===== src/rtl/sro_pkg.sv =====
package sro_pkg;
    typedef enum logic [1:0] {
        PH_IDLE = 2'd0,
        PH_LEAD = 2'd1,
        PH_ROWS = 2'd2
    } phase_e;
endpackage


===== src/rtl/sro_sequencer.sv =====
module sro_sequencer
    import sro_pkg::*;
#(
    parameter int LEAD  = 2,
    parameter int RC    = 671,
    parameter int ROWS  = 502,
    parameter int EXP_W = 12,
    parameter int RW    = 12,
    parameter int CW    = 10
) (
    input  logic             clk,
    input  logic             rst_n,
    input  logic             start,
    input  logic [EXP_W-1:0] exp_rows,
    output phase_e           phase,
    output logic [RW-1:0]    row,
    output logic [CW-1:0]    col,
    output logic [EXP_W-1:0] expv
);
    localparam int LW = (LEAD > 1) ? $clog2(LEAD) : 1;

    typedef struct packed {
        phase_e           ph;
        logic [LW-1:0]    lead;
        logic [RW-1:0]    row;
        logic [CW-1:0]    col;
        logic [EXP_W-1:0] expv;
    } seq_t;

    seq_t s_d, s_q;
    logic [RW-1:0] frame_rows;

    always_comb begin
        s_d = s_q;
        frame_rows = (RW'(s_q.expv) > RW'(ROWS)) ? RW'(s_q.expv) : RW'(ROWS);
        case (s_q.ph)
            PH_IDLE: begin
                if (start) begin
                    s_d.ph   = PH_LEAD;
                    s_d.lead = '0;
                    s_d.row  = '0;
                    s_d.col  = '0;
                    s_d.expv = exp_rows;
                end
            end
            PH_LEAD: begin
                if (s_q.lead == LW'(LEAD - 1)) begin
                    s_d.ph  = PH_ROWS;
                    s_d.row = '0;
                    s_d.col = '0;
                end else begin
                    s_d.lead = s_q.lead + 1'b1;
                end
            end
            PH_ROWS: begin
                if (s_q.col == CW'(RC - 1)) begin
                    s_d.col = '0;
                    if (s_q.row == frame_rows - 1'b1) begin
                        s_d.ph   = PH_LEAD;
                        s_d.lead = '0;
                        s_d.row  = '0;
                        s_d.expv = exp_rows;
                    end else begin
                        s_d.row = s_q.row + 1'b1;
                    end
                end else begin
                    s_d.col = s_q.col + 1'b1;
                end
            end
            default: s_d.ph = PH_IDLE;
        endcase
    end

    always_ff @(posedge clk or negedge rst_n) begin
        if (!rst_n) begin
            s_q <= '{ph: PH_IDLE, lead: '0, row: '0, col: '0, expv: '0};
        end else begin
            s_q <= s_d;
        end
    end

    assign phase = s_q.ph;
    assign row   = s_q.row;
    assign col   = s_q.col;
    assign expv  = s_q.expv;
endmodule


===== src/rtl/sro_envelope.sv =====
module sro_envelope
    import sro_pkg::*;
#(
    parameter int ROWS  = 502,
    parameter int COLS  = 666,
    parameter int DLY   = 1,
    parameter int EXP_W = 12,
    parameter int RW    = 12,
    parameter int CW    = 10
) (
    input  phase_e           phase,
    input  logic [RW-1:0]    row,
    input  logic [CW-1:0]    col,
    input  logic [EXP_W-1:0] expv,
    output logic             fv,
    output logic             rv,
    output logic             expose
);
    logic in_rows;
    logic past_act;

    always_comb begin
        in_rows  = (phase == PH_ROWS) && (row < RW'(ROWS));
        past_act = (col >= CW'(DLY + COLS));
        rv       = in_rows && (col >= CW'(DLY)) && !past_act;
        fv       = (phase == PH_LEAD) ||
                   (in_rows && !((row == RW'(ROWS - 1)) && past_act));
        expose   = (phase == PH_ROWS) && (row < RW'(expv));
    end
endmodule


===== src/rtl/sro_pixel.sv =====
module sro_pixel #(
    parameter int DLY    = 1,
    parameter int ROW_WT = 32,
    parameter int RW     = 12,
    parameter int CW     = 10,
    parameter int DW     = 10
) (
    input  logic          act,
    input  logic [RW-1:0] row,
    input  logic [CW-1:0] col,
    output logic [DW-1:0] data
);
    localparam int SW = RW + CW + 8;

    logic [SW-1:0] wide;

    always_comb begin
        wide = SW'(row) * SW'(ROW_WT) + SW'(col) - SW'(DLY);
        data = act ? wide[DW-1:0] : '0;
    end
endmodule


===== src/rtl/sensor_readout_timer.sv =====
module sensor_readout_timer
    import sro_pkg::*;
#(
    parameter int COLS   = 666,
    parameter int ROWS   = 502,
    parameter int DLY    = 1,
    parameter int IDLE   = 4,
    parameter int LEAD   = 2,
    parameter int EXP_W  = 12,
    parameter int DW     = 10,
    parameter int ROW_WT = 32
) (
    input  logic             clk,
    input  logic             rst_n,
    input  logic             start,
    input  logic [EXP_W-1:0] exp_rows,
    output logic             frame_valid,
    output logic             row_valid,
    output logic             expose,
    output logic             pix_stb,
    output logic [DW-1:0]    pix_data
);
    localparam int RC  = DLY + COLS + IDLE;
    localparam int CW  = $clog2(RC);
    localparam int RHW = $clog2(ROWS + 1);
    localparam int RW  = (EXP_W > RHW) ? EXP_W : RHW;

    phase_e           phase;
    logic [RW-1:0]    row;
    logic [CW-1:0]    col;
    logic [EXP_W-1:0] expv;
    logic             rv;

    sro_sequencer #(
        .LEAD(LEAD), .RC(RC), .ROWS(ROWS), .EXP_W(EXP_W), .RW(RW), .CW(CW)
    ) u_seq (
        .clk(clk), .rst_n(rst_n), .start(start), .exp_rows(exp_rows),
        .phase(phase), .row(row), .col(col), .expv(expv)
    );

    sro_envelope #(
        .ROWS(ROWS), .COLS(COLS), .DLY(DLY), .EXP_W(EXP_W), .RW(RW), .CW(CW)
    ) u_env (
        .phase(phase), .row(row), .col(col), .expv(expv),
        .fv(frame_valid), .rv(rv), .expose(expose)
    );

    sro_pixel #(
        .DLY(DLY), .ROW_WT(ROW_WT), .RW(RW), .CW(CW), .DW(DW)
    ) u_pix (
        .act(rv), .row(row), .col(col), .data(pix_data)
    );

    assign row_valid = rv;
    assign pix_stb   = rv;
endmodule


===== config.mk =====
export PLATFORM = sky130hd
export DESIGN_NAME = sensor_readout_timer
export DESIGN_NICKNAME = d
export VERILOG_FILES = /design/src/rtl/sro_pkg.sv /design/src/rtl/sro_sequencer.sv /design/src/rtl/sro_envelope.sv /design/src/rtl/sro_pixel.sv /design/src/rtl/sensor_readout_timer.sv
export SDC_FILE = /design/constraint.sdc
export NUM_CORES = 1
export LEC_CHECK = 0
export CORE_ASPECT_RATIO = 1.2
export CORE_MARGIN = 1
export CORE_UTILIZATION = 45
export CTS_CLUSTER_SIZE = 20
export DETAILED_ROUTE_END_ITERATION = 10
export DONT_BUFFER_PORTS = 1
export SKIP_LAST_GASP = 1
export SYNTH_ARGS = -nofsm -noshare
export SYNTH_HDL_FRONTEND = slang
export SYNTH_SLANG_ARGS = --single-unit

===== constraint.sdc =====
create_clock -name clk -period 5 [get_ports clk]
set_clock_uncertainty 0.1 [all_clocks]
set_input_delay 0 -clock clk [delete_from_list [all_inputs] [get_ports clk]]
set_output_delay 0 -clock clk [all_outputs]
set_load 0.05 [all_outputs]

Word level (Yosys, flattened, before mapping)
Index checks and enable logic that the tools add are counted.
{"block": "op_classes", "multipliers": 0, "addsub": 6, "order_cmp": 5, "eq_ne": 9, "n_mux": 15, "shifts": 0, "reduce_logical": 17, "n_bitwise": 0, "n_div": 0}
{"cell": "$pmux W23 S3", "n": 1}
{"cell": "$mux W12", "n": 4}
{"cell": "$mux W37", "n": 1}
{"cell": "$pmux W12 S2", "n": 1}
{"cell": "$mux W22", "n": 1}
{"cell": "$mux W10", "n": 2}
{"cell": "$reduce_and A4 Y1", "n": 4}
{"cell": "$mux W15", "n": 1}
{"cell": "$add A12 B1 Y12 const B", "n": 1}
{"cell": "$eq A12 B12 Y1", "n": 1}
{"cell": "$eq A12 B9 Y1 const B", "n": 1}
{"cell": "$gt A12 B9 Y1 const B", "n": 1}
{"cell": "$lt A12 B12 Y1", "n": 1}
{"cell": "$lt A12 B9 Y1 const B", "n": 1}
{"cell": "$sub A12 B1 Y12 const B", "n": 1}
{"cell": "$add A10 B1 Y10 const B", "n": 1}
{"cell": "$add A10 B10 Y10", "n": 1}
{"cell": "$eq A10 B10 Y1 const B", "n": 1}
{"cell": "$ge A10 B1 Y1 const B", "n": 1}
{"cell": "$ge A10 B10 Y1 const B", "n": 1}
{"cell": "$sub A10 B1 Y10 const B", "n": 1}
{"cell": "$ne A2 B2 Y1 const B", "n": 4}
{"cell": "$logic_and A1 B1 Y1", "n": 6}
{"cell": "$pmux W2 S3", "n": 1}
{"cell": "other kinds (12)", "n": 13}
{"block": "totals", "latchBits": 0, "mem_count": 0, "input_bits": 15, "romBits": 0, "register_bits": 37, "output_inout_bits": 14, "ram_bits": 0}

Depth between registers and ports, before layout
Gate-level depths: netlist of run 1.
{"block": "depth", "ltp_word": 7, "depth_mapped": 13, "mapped_depth_nobuf": 11}

By module
Synthesis of run 1 repeated with hierarchy kept, for this count alone.
{"block": "unflattened", "hier_cells": 496, "area_unflattened_um2": 4071.4}
{"mod": "sro_sequencer", "seq_area_each_um2": 925.9, "instances": 1, "area_each_um2": 3078.0, "cells_each": 352}
{"mod": "sro_pixel", "seq_area_each_um2": 0.0, "instances": 1, "area_each_um2": 566.8, "cells_each": 85}
{"mod": "sro_envelope", "seq_area_each_um2": 0.0, "instances": 1, "area_each_um2": 419.2, "cells_each": 58}
{"mod": "sensor_readout_timer", "seq_area_each_um2": 0.0, "instances": 1, "area_each_um2": 7.5, "cells_each": 1}

Least setup slack after synthesis of run 1
No wires, ideal clock.
{"block": "synth_path", "path_type": "reg2reg", "start": "reg u_seq.s_q, in the netlist u_seq.expv[11]", "end": "reg u_seq.s_q, in the netlist u_seq.row[2]", "t_arrival_ps": 3271, "slack_ps": 1493, "path_stages_with_launch": 14, "cell_sequence": "dfrtp_1 -> clkbuf_1 -> nor3_1 -> o31ai_1 -> and2_1 -> ha_1 -> nor3b_1 -> xnor2_1 -> o2bb2ai_1 -> a311oi_1 -> nand4_4 -> buf_2 -> a221oi_1 -> o41ai_1"}
{"block": "synth_via", "elab_chain_len": 7}
{"item": "from (decl)", "line_no": "sro_sequencer.sv:30", "text": "seq_t s_d, s_q;"}
{"item": "from (signal assigned)", "line_no": "sro_sequencer.sv:76", "text": "s_q <= '{ph: PH_IDLE, lead: '0, row: '0, col: '0, expv: '0};"}
{"item": "$gt A12 B9 Y1", "line_no": "sro_sequencer.sv:35", "text": "frame_rows = (RW'(s_q.expv) > RW'(ROWS)) ? RW'(s_q.expv) : RW'(ROWS);"}
{"item": "$mux W12 *", "line_no": "sro_sequencer.sv:35"}
{"item": "$sub A12 B1 Y12 *", "line_no": "sro_sequencer.sv:58", "text": "if (s_q.row == frame_rows - 1'b1) begin"}
{"item": "$eq A12 B12 Y1 *", "line_no": "sro_sequencer.sv:58"}
{"item": "$mux W12 *", "line_no": "sro_sequencer.sv:58"}
{"item": "$mux W15 *", "line_no": "sro_sequencer.sv:56", "text": "if (s_q.col == CW'(RC - 1)) begin"}
{"item": "$pmux W23 S3 *", "line_no": "sro_sequencer.sv:36", "text": "case (s_q.ph)"}
Every way passes the cells marked *; elsewhere a longest branch is shown, timed or not. The select of a mux whose other input is x is not followed.
A chain may end at the register's enable or synchronous reset.

Worst setup path in the final report of run 1
{"block": "layout_path", "start": "reg u_seq.s_q, in the netlist u_seq.expv[8]", "end": "reg u_seq.s_q, in the netlist u_seq.expv[8]"}
{"block": "layout_via", "elab_chain_len": 6}
{"item": "$gt A12 B9 Y1", "line_no": "sro_sequencer.sv:35"}
{"item": "$mux W12 *", "line_no": "sro_sequencer.sv:35"}
{"item": "$sub A12 B1 Y12 *", "line_no": "sro_sequencer.sv:58"}
{"item": "$eq A12 B12 Y1 *", "line_no": "sro_sequencer.sv:58"}
{"item": "$ne A2 B2 Y1 (no source line) *"}
{"item": "$reduce_and A4 Y1 (no source line) *"}
Every way passes the cells marked *; elsewhere a longest branch is shown, timed or not.

==> results of run 1 <==
[cell usage in the layout (no fill, tap or decap), drive strengths merged, types with 3 or more instances in the layout]
cell type,synthesis,routed
nand2,42,42
inv,41,41
ha,39,39
dfrtp,37,37
nand3,35,35
o21ai,34,34
nor2,30,30
nand4,21,21
xnor2,16,16
a21oi,15,15
o21a,14,14
nor3,13,13
dlygate4sd3,0,13
or4,11,11
nor4,7,7
clkbuf,27,7
nor2b,6,6
o21bai,6,6
a21o,6,6
xor2,6,6
a41oi,6,6
buf,9,6
o31ai,5,5
a211oi,5,5
or3,5,5
and2,4,4
o211ai,4,4
or2,4,4
o22ai,4,4
and3,4,4
nor4b,3,3
mux2i,3,3
and4,3,3
o41ai,3,3
o221ai,3,3
[worst min-delay path by stage]
stage	end	slack, ns
floorplan	u_seq.col[0]$_DFFE_PN0P_	-0.40
global route	u_seq.expv[6]$_DFFE_PN0P_	0.12
finish	u_seq.row[0]$_DFFE_PN0P_	0.09
detailed placement	u_seq.row[10]$_DFFE_PN0P_	-0.39
global placement	u_seq.row[10]$_DFFE_PN0P_	-0.39
CTS	u_seq.phase[1]$_DFFE_PN0P_	0.12
[power by group]
group | total (mW) | switching, mW | internal, mW
Sequential | 0.299 | 0 | 0.299
Combinational | 0.0184 | 0.00977 | 0.00867
Clock | 0.241 | 0.116 | 0.125
Total | 0.559 | 0.126 | 0.432
[worst register-to-register path: stages (launching register included)]
cell       delay, ns
dfrtp_1         0.51
nand3_1         0.17
o31ai_1         0.61
and2_1          0.22
ha_1            0.26
nor3b_1         0.28
xnor2_1         0.17
o2bb2ai_1       0.08
a311oi_1        0.44
nand4_4         0.45
nor2_2          0.22
buf_4           0.24
o21ai_0         0.12
[synth_stat cells, types with 3 or more instances]
cell       n
nand2_1   42
inv_1     41
ha_1      39
dfrtp_1   37
nand3_1   34
nor2_1    29
clkbuf_1  27
nand4_1   20
o21ai_0   19
xnor2_1   16
a21oi_1   15
o21a_1    14
nor3_1    13
o21ai_2   10
or4_1     10
nor4_1     7
a21o_1     6
a41oi_1    6
nor2b_1    6
o21bai_1   6
xor2_1     6
a211oi_1   5
o21ai_1    5
o31ai_1    5
or3_1      5
and2_1     4
and3_1     4
buf_6      4
o211ai_1   4
o22ai_1    4
or2_2      4
and4_1     3
mux2i_1    3
nor4b_1    3
o221ai_1   3
o41ai_1    3
[cells by family (layout without fill, tap and decap cells)]
group / Yosys count / in the layout / share of synthesized area
buffers and inverters: 78 / 69 / 0.08572
xor gates and xnor gates: 22 / 22 / 0.04963
and+or+nand+nor: 195 / 195 / 0.2694
DFF: 37 / 37 / 0.2385
muxes: 3 / 3 / 0.007735
AOI/OAI and AO/OA: 118 / 118 / 0.2182
adders and majority gates: 40 / 40 / 0.1308
[sequential cells by signal, summed over array words and instances (netlist names)]
| register | cells |
|---|---|
| u_seq.s_q | 1 |
| u_seq.row | 12 |
| u_seq.phase | 2 |
| u_seq.expv | 12 |
| u_seq.col | 10 |
[per-layer routing]
metal / wire, um / part of all wire / vias up / global-route usage
met1: 4383 / 0.44 / 1696 / 0.3059
met3: 343 / 0.035 / 11 / 0.02550
met5: 0 / 0 / - / 0
met2: 5022 / 0.51 / 88 / 0.3988
li1: - / - / 1765 / -
met4: 138 / 0.014 / 0 / 0.06548
[stage by stage]
step | setup slack, ns | hold WS (ns)
after detailed placement | 1.043 | -0.3941
after global routing | 0.6039 | 0.1151
after CTS | 1.032 | 0.1238
final | 1.027 | 0.09307
after global placement | 1.122 | -0.3941
after floorplan | 1.493 | -0.3956
[what timing repair did]
action,in CTS,in global routing
setup endpoints to repair,0,0
endpoints found under the hold margin,49,0
resized for setup,0,0
hold buffers,14,0
[cell type report]
cell class,instances,area [um^2],share of cell area
clock buffer,7,96.34,0.02328
clock inverter,1,5.005,0.001209
inverter,42,157.7,0.03809
multi-input combinational,378,2624,0.6339
sequential,37,925.9,0.2237
tap,114,142.6,0.03446
timing repair buffer,19,187.7,0.04534
==> impl_metrics.env, run 1 <==
export IMPL_grt_max_degree=38
export IMPL_critPathTopFamily="simple AND/OR/NAND/NOR gates"
export IMPL_dr_pass1_iters=4
export IMPL_cts_setup_buffers=0
export IMPL_postSynthAreaPerCell_um2=7.875
export IMPL_synth_nets=548
export IMPL_synth_main_ff_cell="dfrtp_1"
export IMPL_grt_first_pass_wirelength_um=16790
export IMPL_drive_gt1_frac=0.07025
export IMPL_fillCellCount=801
export IMPL_total_power_mw=0.5585
export IMPL_ys_seq_area_frac=0.2385
export IMPL_place_area_um2=3887
export IMPL_cts_root_buf="clkbuf_8"
export IMPL_cts_tree="built"
export IMPL_crit_cells=12
export IMPL_grt_use_total=0.2332
export IMPL_maxSlewViolCount=0
export IMPL_powerDensity_nw_per_um2=134.9
export IMPL_relSlewSlack=0.2462
export IMPL_gr_total_overflow=0
export IMPL_path_cells="nand3_1 -> o31ai_1 -> and2_1 -> ha_1 -> nor3b_1 -> xnor2_1 -> o2bb2ai_1 -> a311oi_1 -> nand4_4 -> nor2_2 -> buf_4 -> o21ai_0"
export IMPL_synth_async_reset_ratio=1.000
export IMPL_synth_top_area_share=0.2385
export IMPL_ys_seq_elements=37
export IMPL_timing_rr_start="u_seq.expv[8]$_DFFE_PN0P_"
export IMPL_place_inst=576
export IMPL_hp_class="in2async"
export IMPL_ios=29
export IMPL_outcome="completed"
export IMPL_yosys_area_top_type="dfrtp_1"
export IMPL_cp_slowest_cell="o31ai_1"
export IMPL_setup_viol=0
export IMPL_cts_inserted_buffers=5
export IMPL_cp_endpoint="u_seq.expv[8]$_DFFE_PN0P_"
export IMPL_tightest_slew_ns=1.134
export IMPL_period_needed_ns=3.973
export IMPL_rsz0062_at_grt="false"
export IMPL_first_iter_violations=234
export IMPL_final_area_um2=4139
export IMPL_tns_ns=0
export IMPL_crit_required_ns=5.07
export IMPL_wl_per_cell_um=16.53
export IMPL_crit_buf_inv=1
export IMPL_gp_congestion=0.8848
export IMPL_critPathCaptureType="register"
export IMPL_drc=0
export IMPL_regToRegSetupSlack_ns=1.03
export IMPL_p_leak_nw=1.744
export IMPL_maxClockFrequency_mhz=251.7
export IMPL_slowest_delay_ns=0.61
export IMPL_avgViaCountPerCell=5.953
export IMPL_maxCapViolCount=0
export IMPL_antenna_cells=0
export IMPL_synthesis_instances=493
export IMPL_h_tree_depth=2
export IMPL_cts_sink_count=37
export IMPL_die_h_um=103.8
export IMPL_final_nets=538
export IMPL_clk_pin_slew_worst_paths_ns=0.08
export IMPL_ir_drop_mv=0.09571
export IMPL_synth_distinct_cells=62
export IMPL_die_x_um=86.79
export IMPL_start_util=0.4710
export IMPL_hold_viol_final=0
export IMPL_wl_um=9887
export IMPL_fin_crit_sh=0.7946
export IMPL_synth_edf_count=0
export IMPL_io_buffers=0
export IMPL_r2r_cells=12
export IMPL_core_area_um2=8243
export IMPL_vias=3560
export IMPL_final_cells=598
export IMPL_reg2reg_to="u_seq.expv[8]$_DFFE_PN0P_"
export IMPL_crit_type="reg2reg"
export IMPL_yosys_top_cells_area="dfrtp_1 (24%), ha_1 (13%), nand3_1 (4.4%), nand2_1 (4.1%), inv_1 (4.0%)"
export IMPL_area_delta_synth_final_pct=6.607
export IMPL_startpoint_type="register"
export IMPL_critPathLaunch="u_seq.expv[8]$_DFFE_PN0P_"
export IMPL_grt_pass1_vias=3393
export IMPL_drtAntennaViolNets=0
export IMPL_die_area_um2=9004
export IMPL_yosysWarnings=0
export IMPL_arrival_ns=4.05
export IMPL_antenna_found_initial=0
export IMPL_hpwl_um=7090
export IMPL_crit_path_max_fanout=25
export IMPL_clockBufferDepth=2
export IMPL_syn_area_um2=3882
export IMPL_placementRows=36
export IMPL_fin_util=0.5021
export IMPL_clock_latency_ns=0.29
Power figures use the tool's default switching activity.
==> run 2: changes to the inputs <==
--- a/config.mk
+++ b/config.mk
@@ -5,6 +5,7 @@
 export SDC_FILE = /design/constraint.sdc
 export NUM_CORES = 1
 export LEC_CHECK = 0
+export ABC_AREA = 1
 export CORE_ASPECT_RATIO = 1.2
 export CORE_MARGIN = 1
 export CORE_UTILIZATION = 45
==> constraint.sdc (replaced) <==
create_clock -name clk -period 3.75 [get_ports clk]
set_clock_uncertainty 0.1 [all_clocks]
set_input_delay 0 -clock clk [delete_from_list [all_inputs] [get_ports clk]]
set_output_delay 0 -clock clk [all_outputs]
set_load 0.05 [all_outputs]
==> run 2 against run 1 <==
Worst setup slack lost 0.60 ns. Final cell count grew 2.3%. Highest routed layer unchanged. Global-route usage shrank 0.44 points. First-iteration DRC count shrank 32%. Largest power group is now combinational cells. Count of clock-buffer cells in the layout shrank 2. Register-to-register slack lost 0.60 ns.
==> impl_metrics.env, run 2 <==
export IMPL_powerDensity_nw_per_um2=702.0
export IMPL_fin_crit_sh=0.8854
export IMPL_drive_gt1_frac=0.1015
export IMPL_synth_nets=551
export IMPL_muxShareOfSynthArea=0
export IMPL_ios=29
export IMPL_reg2reg_to="u_seq.phase[1]$_DFFE_PN0P_"
export IMPL_rsz0062_at_grt="false"
export IMPL_gr_total_overflow=0
export IMPL_area_delta_synth_final_pct=11.49
export IMPL_crit_path_max_fanout=17
export IMPL_maxSlewViolCount=0
export IMPL_yosysMostFrequentCell="nand2_1"
export IMPL_io_buffers=0
export IMPL_hp_class="in2async"
export IMPL_cts_sink_count=37
export IMPL_synth_distinct_cells=37
export IMPL_hold_viol_final=0
export IMPL_die_h_um=98.86
export IMPL_synth_fa_ha_area_frac=0.1444
export IMPL_cts_tree="built"
export IMPL_synth_main_ff_cell="dfrtp_1"
export IMPL_ys_seq_elements=37
export IMPL_synthSimpleGateAreaFrac=0.3357
export IMPL_grt_pass1_vias=3175
export IMPL_critPathLaunch="u_seq.expv[9]$_DFFE_PN0P_"
export IMPL_synth_compound_area_frac=0.1174
export IMPL_crit_type="reg2reg"
export IMPL_wl_um=8666
export IMPL_drc=0
export IMPL_tns_ns=0
export IMPL_grt_use_total=0.2288
export IMPL_critPathCaptureType="register"
export IMPL_yosys_area_top_type="dfrtp_1"
export IMPL_grt_first_pass_wirelength_um=14520
export IMPL_start_util=0.4753
export IMPL_ctsHoldBuffers=15
export IMPL_dr_pass1_iters=4
export IMPL_drtAntennaViolNets=0
export IMPL_startpoint_type="register"
export IMPL_first_iter_violations=160
export IMPL_h_tree_depth=2
export IMPL_cts_setup_buffers=0
export IMPL_die_area_um2=8178
export IMPL_place_inst=589
export IMPL_regToRegSetupSlack_ns=0.43
export IMPL_die_x_um=82.72
export IMPL_r2r_cells=22
export IMPL_layout_area_seq_um2=925.9
export IMPL_ys_seq_area_frac=0.2632
export IMPL_core_area_um2=7402
export IMPL_synth_top_area_share=0.2632
export IMPL_postSynthAreaPerCell_um2=7.093
export IMPL_vias=3320
export IMPL_wl_per_cell_um=14.16
export IMPL_maxCapViolCount=0
export IMPL_syn_area_um2=3518
export IMPL_p_leak_nw=1.968
export IMPL_synthTopCellsByCount="nand2_1 (106), inv_1 (76), nor2_1 (51), ha_1 (39), dfrtp_1 (37)"
export IMPL_relSlewSlack=0.4103
export IMPL_synth_async_reset_ratio=1.000
export IMPL_maxClockFrequency_mhz=301.2
export IMPL_avgViaCountPerCell=5.425
export IMPL_fillCellCount=774
export IMPL_gp_congestion=0.8901
export IMPL_clockBufferDepth=2
export IMPL_grt_max_degree=38
export IMPL_ir_drop_mv=0.3588
export IMPL_layout_common_cells="nand2_1 (106), inv_1 (76), nor2_1 (51), ha_1 (39), dfrtp_1 (37)"
export IMPL_multiInputGateArea_um2=2207
export IMPL_yosys_top_cells_area="dfrtp_1 (26%), ha_1 (14%), nand2_1 (11%), inv_1 (8.1%), nor2_1 (5.4%)"
export IMPL_hpwl_um=6720
export IMPL_synth_top_family_by_area="simple AND/OR/NAND/NOR gates"
export IMPL_synth_edf_count=0
export IMPL_final_common_cell="nand2_1"
export IMPL_clock_latency_ns=0.30
export IMPL_outcome="completed"
export IMPL_final_nets=576
export IMPL_cp_endpoint="u_seq.phase[1]$_DFFE_PN0P_"
export IMPL_tightest_slew_ns=0.8813
export IMPL_period_needed_ns=3.320
export IMPL_post_cts_resized=0
export IMPL_synth_xor_area_share=0.02987
export IMPL_setup_viol=0
export IMPL_arrival_ns=3.42
export IMPL_placementRows=34
export IMPL_antenna_cells=0
export IMPL_crit_required_ns=3.85
export IMPL_final_cells=612
export IMPL_timing_rr_start="u_seq.expv[9]$_DFFE_PN0P_"
export IMPL_cts_root_buf="clkbuf_8"
export IMPL_cts_inserted_buffers=5
export IMPL_antenna_found_initial=0
export IMPL_synthesis_instances=496
export IMPL_clk_pin_slew_worst_paths_ns=0.09
export IMPL_yosysWarnings=0
==> run 2: changes by cell type after synthesis, moves of 7 or more <==
cell / change
or4_1: -10
nand4_1: +7
clkbuf_1: -23
o21a_1: -13
xnor2_1: -14
inv_1: +35
o21ai_2: -10
o22ai_2: +10
nor2_1: +22
nand2_1: +64
==> run 2: cells by family after synthesis <==
logic type,count (synthesis)
compound gates,61
xor+xnor,12
fa+ha+maj,40
buf+inv,90
flops,37
simple gates,256
==> run 2: power by group <==
group          switching [mW]  total (mW)  internal, mW
sequential              0.131       0.625         0.494
combinational            1.22        1.77         0.549
clock                   0.163       0.362         0.199
==> run 2: critical path: stages, from the launching register on <==
cell and delay [ns]:
dfrtp_1 0.46, inv_2 0.11, nand2_2 0.05, nor2_2 0.17, nand3_1 0.11, nand2_2 0.20
nand2_1 0.16, nor2_1 0.16, ha_1 0.20, nand2_1 0.08, nor2_2 0.17, nand2_2 0.10
nand2_1 0.08, nand2_1 0.05, nand2_1 0.06, nand3_1 0.12, nor2_1 0.16, nand3_2 0.08
nand2_2 0.09, buf_4 0.27, nand3_2 0.11, nand2_1 0.09, nand2_1 0.05
==> run 2: worst min-delay path by stage <==
stage,startpoint,to,depth (start not counted)
detailed placement,rst_n,u_seq.row[1]$_DFFE_PN0P_,0
CTS,rst_n,u_seq.expv[3]$_DFFE_PN0P_,2
global route,rst_n,u_seq.expv[3]$_DFFE_PN0P_,2
global placement,rst_n,u_seq.row[1]$_DFFE_PN0P_,0
finish,rst_n,u_seq.expv[3]$_DFFE_PN0P_,2
floorplan,rst_n,u_seq.col[0]$_DFFE_PN0P_,0
==> run 2: area by class of cell <==
cell class | count | share of cell area
multi-input combinational | 369 | 0.5627
timing repair buffer | 29 | 0.06762
inverter | 79 | 0.07560
sequential | 37 | 0.2360
clock buffer | 5 | 0.01754
tap | 90 | 0.02871
clock inverter | 3 | 0.01180
==> run 2: metrics by stage <==
stage | setup WS (ns) | util | cell area (um^2) | power (mW) | hold slack (ns)
after detailed placement | 0.5090 | 0.4927 | 3647 | 2.367 | -0.3943
after global routing | 0.09729 | 0.5299 | 3923 | 3.025 | 0.08879
final | 0.4298 | 0.5299 | 3923 | 2.753 | 0.09136
after CTS | 0.4957 | 0.5299 | 3923 | 2.757 | 0.07359
after floorplan | 0.8089 | - | 3518 | 2.003 | -0.3956
after global placement | 0.6258 | 0.4927 | 3647 | 2.339 | -0.3942
==> run 2: per-layer routing <==
| metal | wire length (um) | global-route usage | vias to the layer above |
|---|---|---|---|
| li1 | - | - | 1681 |
| met1 | 3815 | 0.2823 | 1564 |
| met2 | 4499 | 0.4029 | 60 |
| met3 | 178 | 0.02870 | 15 |
| met4 | 173 | 0.07162 | 0 |
| met5 | 0 | 0 | - |
==> run 3: changes to the inputs <==
--- a/config.mk
+++ b/config.mk
@@ -8,10 +8,11 @@
 export ABC_AREA = 1
 export CORE_ASPECT_RATIO = 1.2
 export CORE_MARGIN = 1
-export CORE_UTILIZATION = 45
-export CTS_CLUSTER_SIZE = 20
+export CORE_UTILIZATION = 65
+export CTS_CLUSTER_SIZE = 24
 export DETAILED_ROUTE_END_ITERATION = 10
 export DONT_BUFFER_PORTS = 1
+export PLACE_DENSITY = 0.81
 export SKIP_LAST_GASP = 1
 export SYNTH_ARGS = -nofsm -noshare
 export SYNTH_HDL_FRONTEND = slang
==> run 3 against run 2 <==
Combinational power about the same. Critical path depth unchanged. Sequential share of layout area up 0.50 points. Core utilization up 23 points. Critical path type unchanged. Fmax down 1.3%. Flip-flop and latch count unchanged. Worst setup slack worse by 0.045 ns. Highest routed layer unchanged. Clock power down 22%. Worst hold slack better by 0.010 ns.
==> impl_metrics.env, run 3 (same netlist as run 2, synthesis figures left out) <==
export IMPL_cts_root_buf="clkbuf_8"
export IMPL_cts_sink_count=37
export IMPL_dr_pass1_iters=4
export IMPL_cts_tree="built"
export IMPL_hp_class="in2async"
export IMPL_critPathCaptureType="register"
export IMPL_crit_type="reg2reg"
export IMPL_wl_um=8488
export IMPL_period_needed_ns=3.365
export IMPL_area_delta_synth_final_pct=9.175
export IMPL_layout_common_cells="nand2_1 (106), inv_1 (76), nor2_1 (51), ha_1 (39), dfrtp_1 (37)"
export IMPL_powerDensity_nw_per_um2=693.5
export IMPL_comb_power_share=0.659
export IMPL_wl_per_cell_um=14.63
export IMPL_io_buffers=0
export IMPL_p_leak_nw=1.948
export IMPL_first_iter_violations=168
export IMPL_hold_viol_final=0
export IMPL_drc=0
export IMPL_grt_first_pass_wirelength_um=14250
export IMPL_clockBufferDepth=2
export IMPL_die_area_um2=5712
export IMPL_clk_pin_slew_worst_paths_ns=0.08
export IMPL_cts_inserted_buffers=5
export IMPL_grt_pass1_vias=3277
export IMPL_p_switching_mw=1.507
export IMPL_start_util=0.6926
export IMPL_antenna_found_initial=0
export IMPL_swShare=0.5657
export IMPL_fin_util=0.7562
export IMPL_crit_path_max_fanout=29
export IMPL_arrival_ns=3.46
export IMPL_maxCapViolCount=0
export IMPL_hpwl_um=6462
export IMPL_grt_use_total=0.3114
export IMPL_antenna_cells=0
export IMPL_placementRows=28
export IMPL_clkPwrFrac=0.106
export IMPL_total_power_mw=2.664
export IMPL_ir_drop_mv=0.5391
export IMPL_avgViaCountPerCell=5.797
export IMPL_seq_power_share=0.236
export IMPL_gp_congestion=0.9017
export IMPL_whs_ns=0.1015
export IMPL_final_common_cell="nand2_1"
export IMPL_internal_power_mw=1.157
export IMPL_maxClockFrequency_mhz=297.2
export IMPL_setup_viol=0
export IMPL_core_area_um2=5080
export IMPL_die_h_um=82.60
export IMPL_drtAntennaViolNets=0
export IMPL_fin_crit_sh=0.8973
export IMPL_startpoint_type="register"
export IMPL_tns_ns=0
export IMPL_ios=29
export IMPL_outcome="completed"
export IMPL_die_x_um=69.16
export IMPL_final_nets=574
export IMPL_crit_required_ns=3.84
export IMPL_setup_slack_ns=0.3852
export IMPL_drive_gt1_frac=0.09808
export IMPL_clock_latency_ns=0.30
export IMPL_pre_cts_ws_ns=0.4774
export IMPL_relSlewSlack=0.4132
export IMPL_gr_total_overflow=0
export IMPL_grt_max_degree=38
export IMPL_fillCellCount=400
export IMPL_rsz0062_at_grt="false"
export IMPL_h_tree_depth=2
export IMPL_vias=3362
export IMPL_maxSlewViolCount=0
export IMPL_tightest_slew_ns=0.8769
==> run 3: cell count changes in the layout (fill, tap and decap cells not counted) <==
cell,delta
clkinv_4,-1
clkinv_2,+2
buf_4,-2
bufinv_16,-1
==> run 3: power groups by stage <==
stage | Clock (mW) | Combinational [mW] | Sequential, mW
CTS | 0.283 | 1.74 | 0.621
floorplan | 0 | 1.42 | 0.580
global placement | 0 | 1.66 | 0.624
detailed placement | 0 | 1.71 | 0.628
finish | 0.282 | 1.75 | 0.628
global route | 0.299 | 1.97 | 0.637
==> run 3: layout make-up <==
cell class	count	area (um^2)	area share
repair buffers	27	250.2	0.06515
well taps	60	75.07	0.01954
inverters	79	296.5	0.07720
flip-flops and latches	37	925.9	0.2410
multi-input cells	369	2207	0.5746
clock buffers	5	68.82	0.01792
clock inverters	3	17.52	0.004560
==> run 3: critical path: stages, from the launching register on <==
cell,delay [ns]
dfrtp_1,0.41
inv_1,0.11
nand2_1,0.10
nor2_2,0.15
nand3_1,0.11
nand2_2,0.20
nand2_1,0.16
nor2_1,0.13
ha_1,0.19
nand2_1,0.09
nor2_2,0.18
nand2_2,0.10
nand2_1,0.09
nand2_1,0.05
nand2_1,0.05
nand3_1,0.09
nor2_1,0.15
nand3_2,0.08
nand2_2,0.07
buf_4,0.34
nand3_1,0.13
nand2_1,0.10
nand2_1,0.05
==> run 3: path summary, 6_finish.rpt <==
check                                                start                         end  slack (ns)  cells past startpoint
worst max-delay path            u_seq.expv[10]$_DFFE_PN0P_   u_seq.s_q[34]$_DFFE_PN0P_        0.39                     22
worst min-delay path                                 rst_n   u_seq.expv[3]$_DFFE_PN0P_        0.10                      2
worst max register to register  u_seq.expv[10]$_DFFE_PN0P_   u_seq.s_q[34]$_DFFE_PN0P_        0.39                     22
worst min register to register   u_seq.s_q[34]$_DFFE_PN0P_   u_seq.s_q[34]$_DFFE_PN0P_        0.42                      2
max in group asynchronous                            rst_n  u_seq.expv[11]$_DFFE_PN0P_        3.25                      2
min in group clk                              exp_rows[10]  u_seq.expv[10]$_DFFE_PN0P_        0.31                      3
==> run 3: through the flow <==
step	std cells	cell area, um^2
4_1_cts	580	3841
5_1_grt	580	3841
3_3_place_gp	557	3595
3_5_place_dp	557	3595
2_1_floorplan	496	3518
6_report	580	3841
==> run 3: layer usage <==
metal	GRT usage	vias up	routed length (um)
met5	0	-	0
met4	0.1633	0	299
met3	0.04733	24	382
met2	0.5883	118	4320
met1	0.3407	1535	3486
li1	-	1685	-
==> run 3: timing repair <==
action	in CTS	in global routing
buffers inserted	0	0
endpoints found under the hold margin	50	0
hold buffers	15	0
gates resized for setup	0	0
